File: src/rtl/pex_pkg.sv
package pex_pkg;
    localparam int BYTE_W = 8;
    localparam int IDX_W  = 3;
    localparam int OP_W   = BYTE_W - IDX_W;

    localparam logic [OP_W-1:0] OP_GET     = 5'd0;
    localparam logic [OP_W-1:0] OP_SET_VAL = 5'd1;
    localparam logic [OP_W-1:0] OP_SET_DIR = 5'd2;

    typedef enum logic [1:0] {
        ST_CMD   = 2'd0,
        ST_ARG   = 2'd1,
        ST_REPLY = 2'd2
    } pex_state_e;
endpackage

File: src/rtl/pex_sync.sv
module pex_sync #(
    parameter int WIDTH  = 48,
    parameter int STAGES = 2
) (
    input  logic             clk,
    input  logic             rst,
    input  logic [WIDTH-1:0] d_in,
    output logic [WIDTH-1:0] d_out
);
    logic [WIDTH-1:0] stage_q [STAGES];

    always_ff @(posedge clk) begin
        if (rst) begin
            for (int s = 0; s < STAGES; s++) stage_q[s] <= '0;
        end else begin
            stage_q[0] <= d_in;
            for (int s = 1; s < STAGES; s++) stage_q[s] <= stage_q[s-1];
        end
    end

    assign d_out = stage_q[STAGES-1];
endmodule

File: src/rtl/pex_port_regs.sv
module pex_port_regs import pex_pkg::*; #(
    parameter int NUM_PORTS = 6
) (
    input  logic                        clk,
    input  logic                        rst,
    input  logic                        wr_en,
    input  logic                        wr_dir,
    input  logic [IDX_W-1:0]            wr_port,
    input  logic [BYTE_W-1:0]           wr_data,
    output logic [NUM_PORTS*BYTE_W-1:0] val_q,
    output logic [NUM_PORTS*BYTE_W-1:0] dir_q
);
    for (genvar p = 0; p < NUM_PORTS; p++) begin : g_port
        logic hit;
        assign hit = wr_en && (wr_port == IDX_W'(p));

        always_ff @(posedge clk) begin
            if (rst) begin
                val_q[p*BYTE_W +: BYTE_W] <= '0;
                dir_q[p*BYTE_W +: BYTE_W] <= '1;
            end else if (hit) begin
                if (wr_dir) dir_q[p*BYTE_W +: BYTE_W] <= wr_data;
                else        val_q[p*BYTE_W +: BYTE_W] <= wr_data;
            end
        end

        // a port that is not addressed keeps its registers
        a_r3_other_ports_hold: assert property (@(posedge clk) disable iff (rst)
            !(wr_en && wr_port == IDX_W'(p)) |=>
                $stable(val_q[p*BYTE_W +: BYTE_W]) && $stable(dir_q[p*BYTE_W +: BYTE_W]));
    end

    // reset leaves all pins as inputs with zero output values
    a_r1_reset_state: assert property (@(posedge clk)
        rst |=> (&dir_q) && (val_q == '0));
endmodule

File: src/rtl/pex_parser.sv
module pex_parser import pex_pkg::*; #(
    parameter int NUM_PORTS = 6
) (
    input  logic                        clk,
    input  logic                        rst,
    input  logic                        rx_valid,
    input  logic [BYTE_W-1:0]           rx_data,
    output logic                        rx_pop,
    input  logic                        tx_ready,
    output logic [BYTE_W-1:0]           tx_data,
    output logic                        tx_push,
    input  logic [NUM_PORTS*BYTE_W-1:0] pin_lvl,
    output logic                        wr_en,
    output logic                        wr_dir,
    output logic [IDX_W-1:0]            wr_port,
    output logic [BYTE_W-1:0]           wr_data
);
    pex_state_e state_q, state_d;

    logic [IDX_W-1:0]  port_q;
    logic              isdir_q;
    logic [BYTE_W-1:0] reply_q;

    logic [IDX_W-1:0]  cmd_port;
    logic [OP_W-1:0]   cmd_op;
    logic              cmd_port_ok;
    logic              held_port_ok;
    logic [BYTE_W-1:0] sel_lvl;

    assign cmd_port     = rx_data[IDX_W-1:0];
    assign cmd_op       = rx_data[BYTE_W-1:IDX_W];
    assign cmd_port_ok  = 32'(cmd_port) < NUM_PORTS;
    assign held_port_ok = 32'(port_q) < NUM_PORTS;

    always_comb begin
        sel_lvl = '0;
        for (int p = 0; p < NUM_PORTS; p++) begin
            if (cmd_port == IDX_W'(p)) sel_lvl = pin_lvl[p*BYTE_W +: BYTE_W];
        end
    end

    // state register
    always_ff @(posedge clk) begin
        if (rst) state_q <= ST_CMD;
        else     state_q <= state_d;
    end

    // command capture
    always_ff @(posedge clk) begin
        if (rst) begin
            port_q  <= '0;
            isdir_q <= 1'b0;
            reply_q <= '0;
        end else if (state_q == ST_CMD && rx_valid) begin
            port_q  <= cmd_port;
            isdir_q <= (cmd_op == OP_SET_DIR);
            reply_q <= sel_lvl;
        end
    end

    // next state
    always_comb begin
        state_d = state_q;
        unique case (state_q)
            ST_CMD: begin
                if (rx_valid) begin
                    if (cmd_op == OP_SET_VAL || cmd_op == OP_SET_DIR) state_d = ST_ARG;
                    else if (cmd_op == OP_GET && cmd_port_ok)         state_d = ST_REPLY;
                end
            end
            ST_ARG:   if (rx_valid) state_d = ST_CMD;
            ST_REPLY: if (tx_ready) state_d = ST_CMD;
            default:  state_d = ST_CMD;
        endcase
    end

    // outputs
    always_comb begin
        rx_pop  = 1'b0;
        tx_push = 1'b0;
        wr_en   = 1'b0;
        unique case (state_q)
            ST_CMD:   rx_pop = rx_valid;
            ST_ARG: begin
                rx_pop = rx_valid;
                wr_en  = rx_valid && held_port_ok;
            end
            ST_REPLY: tx_push = tx_ready;
            default: ;
        endcase
    end

    assign wr_dir  = isdir_q;
    assign wr_port = port_q;
    assign wr_data = rx_data;
    assign tx_data = reply_q;

    a_r9_push_needs_ready: assert property (@(posedge clk) disable iff (rst)
        tx_push |-> tx_ready);
    a_r9_no_pop_in_reply: assert property (@(posedge clk) disable iff (rst)
        (state_q == ST_REPLY) |-> !rx_pop);
    a_r9_reply_held: assert property (@(posedge clk) disable iff (rst)
        (state_q == ST_REPLY && !tx_ready) |=> $stable(tx_data) && state_q == ST_REPLY);
    a_r2_pop_only_valid: assert property (@(posedge clk) disable iff (rst)
        rx_pop |-> rx_valid);
    a_r8_no_write_bad_port: assert property (@(posedge clk) disable iff (rst)
        wr_en |-> (32'(wr_port) < NUM_PORTS));
endmodule

File: src/rtl/byte_port_expander.sv
module byte_port_expander import pex_pkg::*; #(
    parameter int NUM_PORTS   = 6,
    parameter int SYNC_STAGES = 2,
    localparam int PIN_W      = NUM_PORTS * BYTE_W
) (
    input  logic              clk,
    input  logic              rst,
    input  logic              rx_valid,
    input  logic [BYTE_W-1:0] rx_data,
    output logic              rx_pop,
    input  logic              tx_ready,
    output logic [BYTE_W-1:0] tx_data,
    output logic              tx_push,
    input  logic [PIN_W-1:0]  pin_in,
    output logic [PIN_W-1:0]  pin_out,
    output logic [PIN_W-1:0]  pin_oe
);
    logic [PIN_W-1:0]  pin_lvl;
    logic [PIN_W-1:0]  val_q;
    logic [PIN_W-1:0]  dir_q;
    logic              wr_en;
    logic              wr_dir;
    logic [IDX_W-1:0]  wr_port;
    logic [BYTE_W-1:0] wr_data;

    pex_sync #(.WIDTH(PIN_W), .STAGES(SYNC_STAGES)) u_sync (
        .clk  (clk),
        .rst  (rst),
        .d_in (pin_in),
        .d_out(pin_lvl)
    );

    pex_parser #(.NUM_PORTS(NUM_PORTS)) u_parser (
        .clk     (clk),
        .rst     (rst),
        .rx_valid(rx_valid),
        .rx_data (rx_data),
        .rx_pop  (rx_pop),
        .tx_ready(tx_ready),
        .tx_data (tx_data),
        .tx_push (tx_push),
        .pin_lvl (pin_lvl),
        .wr_en   (wr_en),
        .wr_dir  (wr_dir),
        .wr_port (wr_port),
        .wr_data (wr_data)
    );

    pex_port_regs #(.NUM_PORTS(NUM_PORTS)) u_regs (
        .clk    (clk),
        .rst    (rst),
        .wr_en  (wr_en),
        .wr_dir (wr_dir),
        .wr_port(wr_port),
        .wr_data(wr_data),
        .val_q  (val_q),
        .dir_q  (dir_q)
    );

    assign pin_out = val_q;
    assign pin_oe  = ~dir_q;

    // an enabled driver always belongs to a pin that is not an input
    a_r4_oe_matches_dir: assert property (@(posedge clk) disable iff (rst)
        (pin_oe & dir_q) == '0);
endmodule

File: config.mk
export PLATFORM = sky130hd
export DESIGN_NAME = byte_port_expander
export DESIGN_NICKNAME = d
export VERILOG_FILES = /design/src/rtl/pex_pkg.sv /design/src/rtl/pex_sync.sv /design/src/rtl/pex_port_regs.sv /design/src/rtl/pex_parser.sv /design/src/rtl/byte_port_expander.sv
export SDC_FILE = /design/constraint.sdc
export NUM_CORES = 1
export LEC_CHECK = 0
export BUFFER_PORTS_ARGS = -buffer_cell sky130_fd_sc_hd__buf_4
export CORE_MARGIN = 10
export CORE_UTILIZATION = 35
export CTS_CLUSTER_SIZE = 12
export DETAILED_ROUTE_END_ITERATION = 12
export GPL_ROUTABILITY_DRIVEN = 0
export PLACE_DENSITY = 0.66
export SLEW_MARGIN = 10
export SYNTH_ARGS = -nofsm -noshare
export SYNTH_HDL_FRONTEND = slang
export SYNTH_SLANG_ARGS = --single-unit
File: constraint.sdc
create_clock -name clk -period 6.3 [get_ports clk]
set_clock_uncertainty 0.2 [all_clocks]
set_input_delay 0.945 -clock clk [delete_from_list [all_inputs] [get_ports clk]]
set_output_delay 0.945 -clock clk [all_outputs]
set_load 0.01 [all_outputs]
# ---- Word-level counts from Yosys, hierarchy flattened
# Memory sizes are Yosys's and may differ from the RTL's.
# Cells that the tools add are included.
# W data, S select, Z words.
dict set report op_classes {
  addsub 0
  multipliers 0
  mux 20
  magnitude_cmp 2
  bitwise 4
  eq_ne 18
  n_shift 0
  div_mod_pow 0
  n_reduce_logical 28
}
# op n
set op_table {}
lappend op_table {{$mux W48} 2}
lappend op_table {{$mux W8} 6}
lappend op_table {{$not A48 Y48} 1}
lappend op_table {{$reduce_and A2 Y1} 12}
lappend op_table {{$eq A3 B2 Y1 const B} 4}
lappend op_table {{$eq A3 B3 Y1 const B} 4}
lappend op_table {{$mux W2} 5}
lappend op_table {{$logic_and A1 B1 Y1} 9}
lappend op_table {{$eq A3 B1 Y1 const B} 2}
lappend op_table {{$logic_not A3 Y1} 2}
lappend op_table {{$lt A3 B3 Y1 const B} 2}
lappend op_table {{$mux W1} 6}
lappend op_table {{$ne A2 B2 Y1 const B} 3}
lappend op_table {{$pmux W2 S3} 1}
lappend op_table {{$eq A5 B1 Y1 const B} 1}
lappend op_table {{$eq A5 B2 Y1 const B} 1}
lappend op_table {{$logic_not A5 Y1} 1}
lappend op_table {{$reduce_and A4 Y1} 1}
lappend op_table {{$ne A3 B3 Y1 const B} 1}
lappend op_table {{$eq A2 B1 Y1 const B} 1}
lappend op_table {{$eq A2 B2 Y1 const B} 1}
lappend op_table {{$logic_not A2 Y1} 1}
lappend op_table {{$or A1 B1 Y1} 2}
lappend op_table {{$reduce_or A2 Y1} 1}
lappend op_table {{2 further kinds} 2}
dict set report totals {
  elab_cells 89
  mem_bits_rw 96
  out_inout_bits 106
  register_bits 110
  in_bits 60
  n_memories 1
  romBits 0
  latch_bits 0
}
# name depth width read_ports rd_ports_with_merged_regs write_ports line_no
set memory_table {}
lappend memory_table {u_sync.stage_q 2 48 2 0 2 pex_sync.sv:10} ;# logic [WIDTH-1:0] stage_q [STAGES];

# ---- Longest topological paths before layout
dict set report depth {
  word_depth 7
  depth_mapped 7
  ltp_nobuf 4
}

# ---- Modules after synthesis
# From an unflattened synthesis, not the netlist that was laid out.
dict set report hier_totals {
  cells_unflattened 779
  hier_area_um2 7946.4
}
# mod area_each_um2 instances seq_area_each_um2 cells_each
set by_module_without_submodules {}
lappend by_module_without_submodules {pex_port_regs 3684.8 1 1921.8 342}
lappend by_module_without_submodules {pex_sync 2960.3 1 1921.8 250}
lappend by_module_without_submodules {pex_parser 1121.1 1 280.3 139}
lappend by_module_without_submodules {byte_port_expander 180.2 1 0.0 48}

# ---- Worst setup path before layout
# Ideal clock, no wire load.
dict set report synth_path {
  path_type {in2reg}
  startpoint {input port rx_valid}
  endpoint {register u_regs.val_q[18]}
  required_time_ns 5.972
  path_buffers 1
  arrival_ns 2.225
  path_stages 5
  setup_time_ns 0.128
  setup_slack_ns 3.748
  path_cell_list {or3b_1 -> buf_4 -> nor4_4 -> mux2i_1 -> nor2_1}
}
dict set report synth_via {
  elab_chain_cells 4
}
# element line_no
set synth_lines {}
lappend synth_lines {{from (decl)} byte_port_expander.sv:8} ;# input logic rx_valid,
lappend synth_lines {{$logic_and A1 B1 Y1} pex_parser.sv:86} ;# wr_en = rx_valid && held_port_ok;
lappend synth_lines {{$mux W1} pex_parser.sv:82} ;# unique case (state_q)
lappend synth_lines {{$logic_and A1 B1 Y1} pex_port_regs.sv:15} ;# assign hit = wr_en && (wr_port == IDX_W'(p));
lappend synth_lines {{$reduce_and A2 Y1 (no source line)} --}
lappend synth_lines {{to (signal, indexed assignment)} pex_port_regs.sv:23} ;# else val_q[p*BYTE_W +: BYTE_W] <= wr_data;
lappend synth_lines {{to (decl)} pex_port_regs.sv:10} ;# output logic [NUM_PORTS*BYTE_W-1:0] val_q,
# Every way passes these cells.
# A chain may end at the register's enable or synchronous reset.

# ---- Worst setup path in the final report
dict set report layout_path {
  startpoint {input port rx_valid}
  endpoint {register u_regs.val_q[34]}
}
# Same word-level chain as after synthesis.

==> flow_summary.toml <==
[synth]
synth.cell_area_sq_um = 7160
synth_async_sr_flop_share_pct = 0
postSynth.topFlopCell = "sky130_fd_sc_hd__dfxtp_1"
count_of_flip_flops_with_a_built_in_enable_after_synthesis = 0
syn_inst = 703
number_of_nets_produced_by_synthesis = 763
synth.ff_latch_count = 206
seq_area_frac_synth_pct = 57.6
synth.avg_cell_area_sq_um = 10.2
yosysUniqueCellTypes = 37
synth_warnings = 0

[die]
die_width_microns = 163
count_of_standard_cell_rows = 52
initial_utilization_pct = 35.5
floorplan.die_area_sq_um = 26600
core_area_sq_um = 20200
io_pins = 166
floorplan.die.height_microns = 163

[drt]
postRouteAntennaNets = 0
detail_route.drc_violations = 0
firstDrtPassIters = 5
routed-via-count = 5120
drt-vias-per-instance = 4.56
wire_per_inst_microns = 16.1
drt-initial-drc-count = 211
routed_wirelength_microns = 18100

[setup_path]
critical_path_class = "input port to flip-flop"
cp_data_arrival_time_ps = 3070
critPathMaxFanout = 12
setup.worst_path.end = "u_regs.val_q[34]"
worstSetupEndpointType = "flip-flop"
rr_endpoint = "u_regs.val_q[34]"
crit-reg2reg-launch = "u_parser.state_q[0]"
critPathLaunch = "rx_valid"
critical_path_required_ps = 6460
timing.reg2reg.worst_path_depth = 4
critical_path.startpoint_type = "input port"
r2r_setup_slack_ps = 3450

[pwr]
maximum_vdd_drop_v = 0.000186
power.share.sequential_pct = 48.9
switching_share_pct = 21.5
comb_power_share_pct = 4.8
internal-power_uw = 2170
power.net_switching_uw = 593
share_clk_of_total_power_pct = 46.3
leakage_uw = 0.00447
power_density_cells_nw_per_um2 = 298
power.total_uw = 2760

[clock_network]
clock-sinks = 206
cts_tree = "done"
ctsHtreeMaxLevel = 1
clk_transition_reported_paths_ps = 60
post_cts_repair_timing_setup_buffer_count = 0
cts.hold.buffers_added = 0
numCtsBuffers = 23
post_cts.resized_instances = 0
clk_path_buf_depth = 3
clock_tree.root_cell = "sky130_fd_sc_hd__clkbuf_16"
worst_skew_pair.late_latency_ps = 510

[final_layout]
finish.net_count = 903
layout_common_cells = "sky130_fd_sc_hd__dfxtp_1, sky130_fd_sc_hd__buf_4, sky130_fd_sc_hd__nor2b_1"
final_cells = 1123
area_of_the_multi_input_gates_sq_um = 2660
number_of_antenna_cells_inserted = 0
n_fill_cell = 1928
area.growth.synth_to_final_pct = 29.6
ff_latch_area_sq_um = 4120
post_route_cells_drive_above_1_share_pct = 26.4
layout_commonest_cell = "sky130_fd_sc_hd__dfxtp_1"

[sta]
tightestPinTransition_ps = 1120
final.setup.tns_ps = 0
unrepaired_setup_endpoints_after_global_routing = "no"
timing_hold_violations_final = 0
max-slew-margin-rel_pct = 24.5
period_needed_ps = 2900
whs_ps = 224
period_share_pct = 46.1
setup_viol_count_final = 0
timing_max_transition_violations_final = 0
fmax_mhz = 344

[global_routing]
global_routing_usage_summed_across_all_routing_layers_pct = 13.1
number_of_global_route_vias_before_repair = 5035
number_of_antenna_violations_at_the_first_check_in_global_routing = 0
first_pass_grt_wire_length_microns = 28200
pin_count_of_the_biggest_net_entering_global_routing = 105
grt_overflow_total = 0

[status]
status = "complete, no violations"

[min_path]
min_path_type = "flip-flop to flip-flop"
hold-path-cell-count = 1

[run]
maxCapViolations = 0

[placement]
dp_hpwl_microns = 12300
port_buffers = 165
place_inst = 1088
[critical path, stage by stage]
cell and delay (ps):
sky130_fd_sc_hd__buf_4 110, sky130_fd_sc_hd__nor4bb_2 950, sky130_fd_sc_hd__nand3_1 670, sky130_fd_sc_hd__mux2i_1 320, sky130_fd_sc_hd__nor2_1 70
[synthesized netlist by cell type (3+ instances only)]
master / instances / area (sq um)
sky130_fd_sc_hd__dfxtp_1: 206 / 4120
sky130_fd_sc_hd__nand2_1: 51 / 191
sky130_fd_sc_hd__a211o_1: 7 / 61.3
sky130_fd_sc_hd__a22oi_1: 10 / 75.1
sky130_fd_sc_hd__nand3_1: 7 / 35.0
sky130_fd_sc_hd__nor2_1: 62 / 233
sky130_fd_sc_hd__a211oi_1: 5 / 37.5
sky130_fd_sc_hd__o22ai_1: 3 / 18.8
sky130_fd_sc_hd__nor2b_1: 102 / 638
sky130_fd_sc_hd__inv_1: 49 / 184
sky130_fd_sc_hd__buf_1: 4 / 15.0
sky130_fd_sc_hd__a21oi_1: 5 / 25.0
sky130_fd_sc_hd__o211ai_1: 25 / 188
sky130_fd_sc_hd__nor3b_1: 4 / 30.0
sky130_fd_sc_hd__buf_2: 7 / 35.0
sky130_fd_sc_hd__a31oi_1: 8 / 50.1
sky130_fd_sc_hd__mux2_2: 12 / 135
sky130_fd_sc_hd__mux2i_1: 67 / 671
sky130_fd_sc_hd__a311oi_1: 3 / 26.3
sky130_fd_sc_hd__clkbuf_1: 40 / 150
sky130_fd_sc_hd__o221a_2: 5 / 56.3
sky130_fd_sc_hd__o21ai_0: 3 / 15.0
[routing by layer]
layer	GRT usage [%]	vias to the layer above	wire length [microns]	part of all wire (%)
met3	4.20	29	1490	8.2
li1	-	2583	-	-
met4	4.10	0	366	2.0
met1	16.1	2355	7700	42
met2	21.5	153	8570	47
met5	0	-	0	0
[per-stage QoR]
step	setup WS [ps]	util (%)	area [sq um]
final	3400	46.0	9280
after global routing	3180	46.0	9280
after CTS	3400	46.0	9280
after detailed placement	2870	42.5	8560
after global placement	2910	42.5	8560
after floorplan	3750	-	7160
[cell families after synthesis]
| kind of cell | share of synthesized area (%) |
|---|---|
| and+or+nand+nor | 17.8 |
| AOI/OAI and AO/OA | 7.72 |
| xor gates and xnor gates | 0.122 |
| DFF | 57.6 |
| buffers and inverters | 5.54 |
| muxes | 11.3 |
[layout make-up]
class / instances / area share, %
Sequential cell: 206 / 44.4
Multi-Input combinational cell: 395 / 28.6
Timing Repair Buffer: 168 / 13.6
Clock buffer: 27 / 6.58
Tap cell: 270 / 3.64
Inverter: 49 / 1.98
Clock inverter: 8 / 1.17
[power groups by stage]
stage / clock network, uW / registers (uW) / logic [uW]
after floorplan: 0 / 1370 / 77.8
after global placement: 0 / 1380 / 134
after detailed placement: 0 / 1380 / 134
after CTS: 1320 / 1350 / 135
after global routing: 1370 / 1350 / 146
final: 1280 / 1350 / 132
[state kept, by name, indices dropped and copies added, names as in the netlist]
register / count
u_parser.state_q: 2
u_parser.tx_data: 8
u_parser.wr_dir: 1
u_parser.wr_port: 3
u_regs.dir_q: 48
u_regs.val_q: 48
u_sync.stage_q: 96
[worst min-delay path by stage]
stage / slack [ps] / to / startpoint
after floorplan: 210 / u_sync.stage_q[0][48] / u_sync.stage_q[0][0]
after detailed placement: 220 / u_sync.stage_q[0][89] / u_sync.stage_q[0][41]
after global routing: 250 / u_sync.stage_q[0][52] / u_sync.stage_q[0][4]
final: 220 / u_sync.stage_q[0][79] / u_sync.stage_q[0][31]
after CTS: 230 / u_sync.stage_q[0][79] / u_sync.stage_q[0][31]
after global placement: 220 / u_sync.stage_q[0][89] / u_sync.stage_q[0][41]
Power figures use the tool's default switching activity.
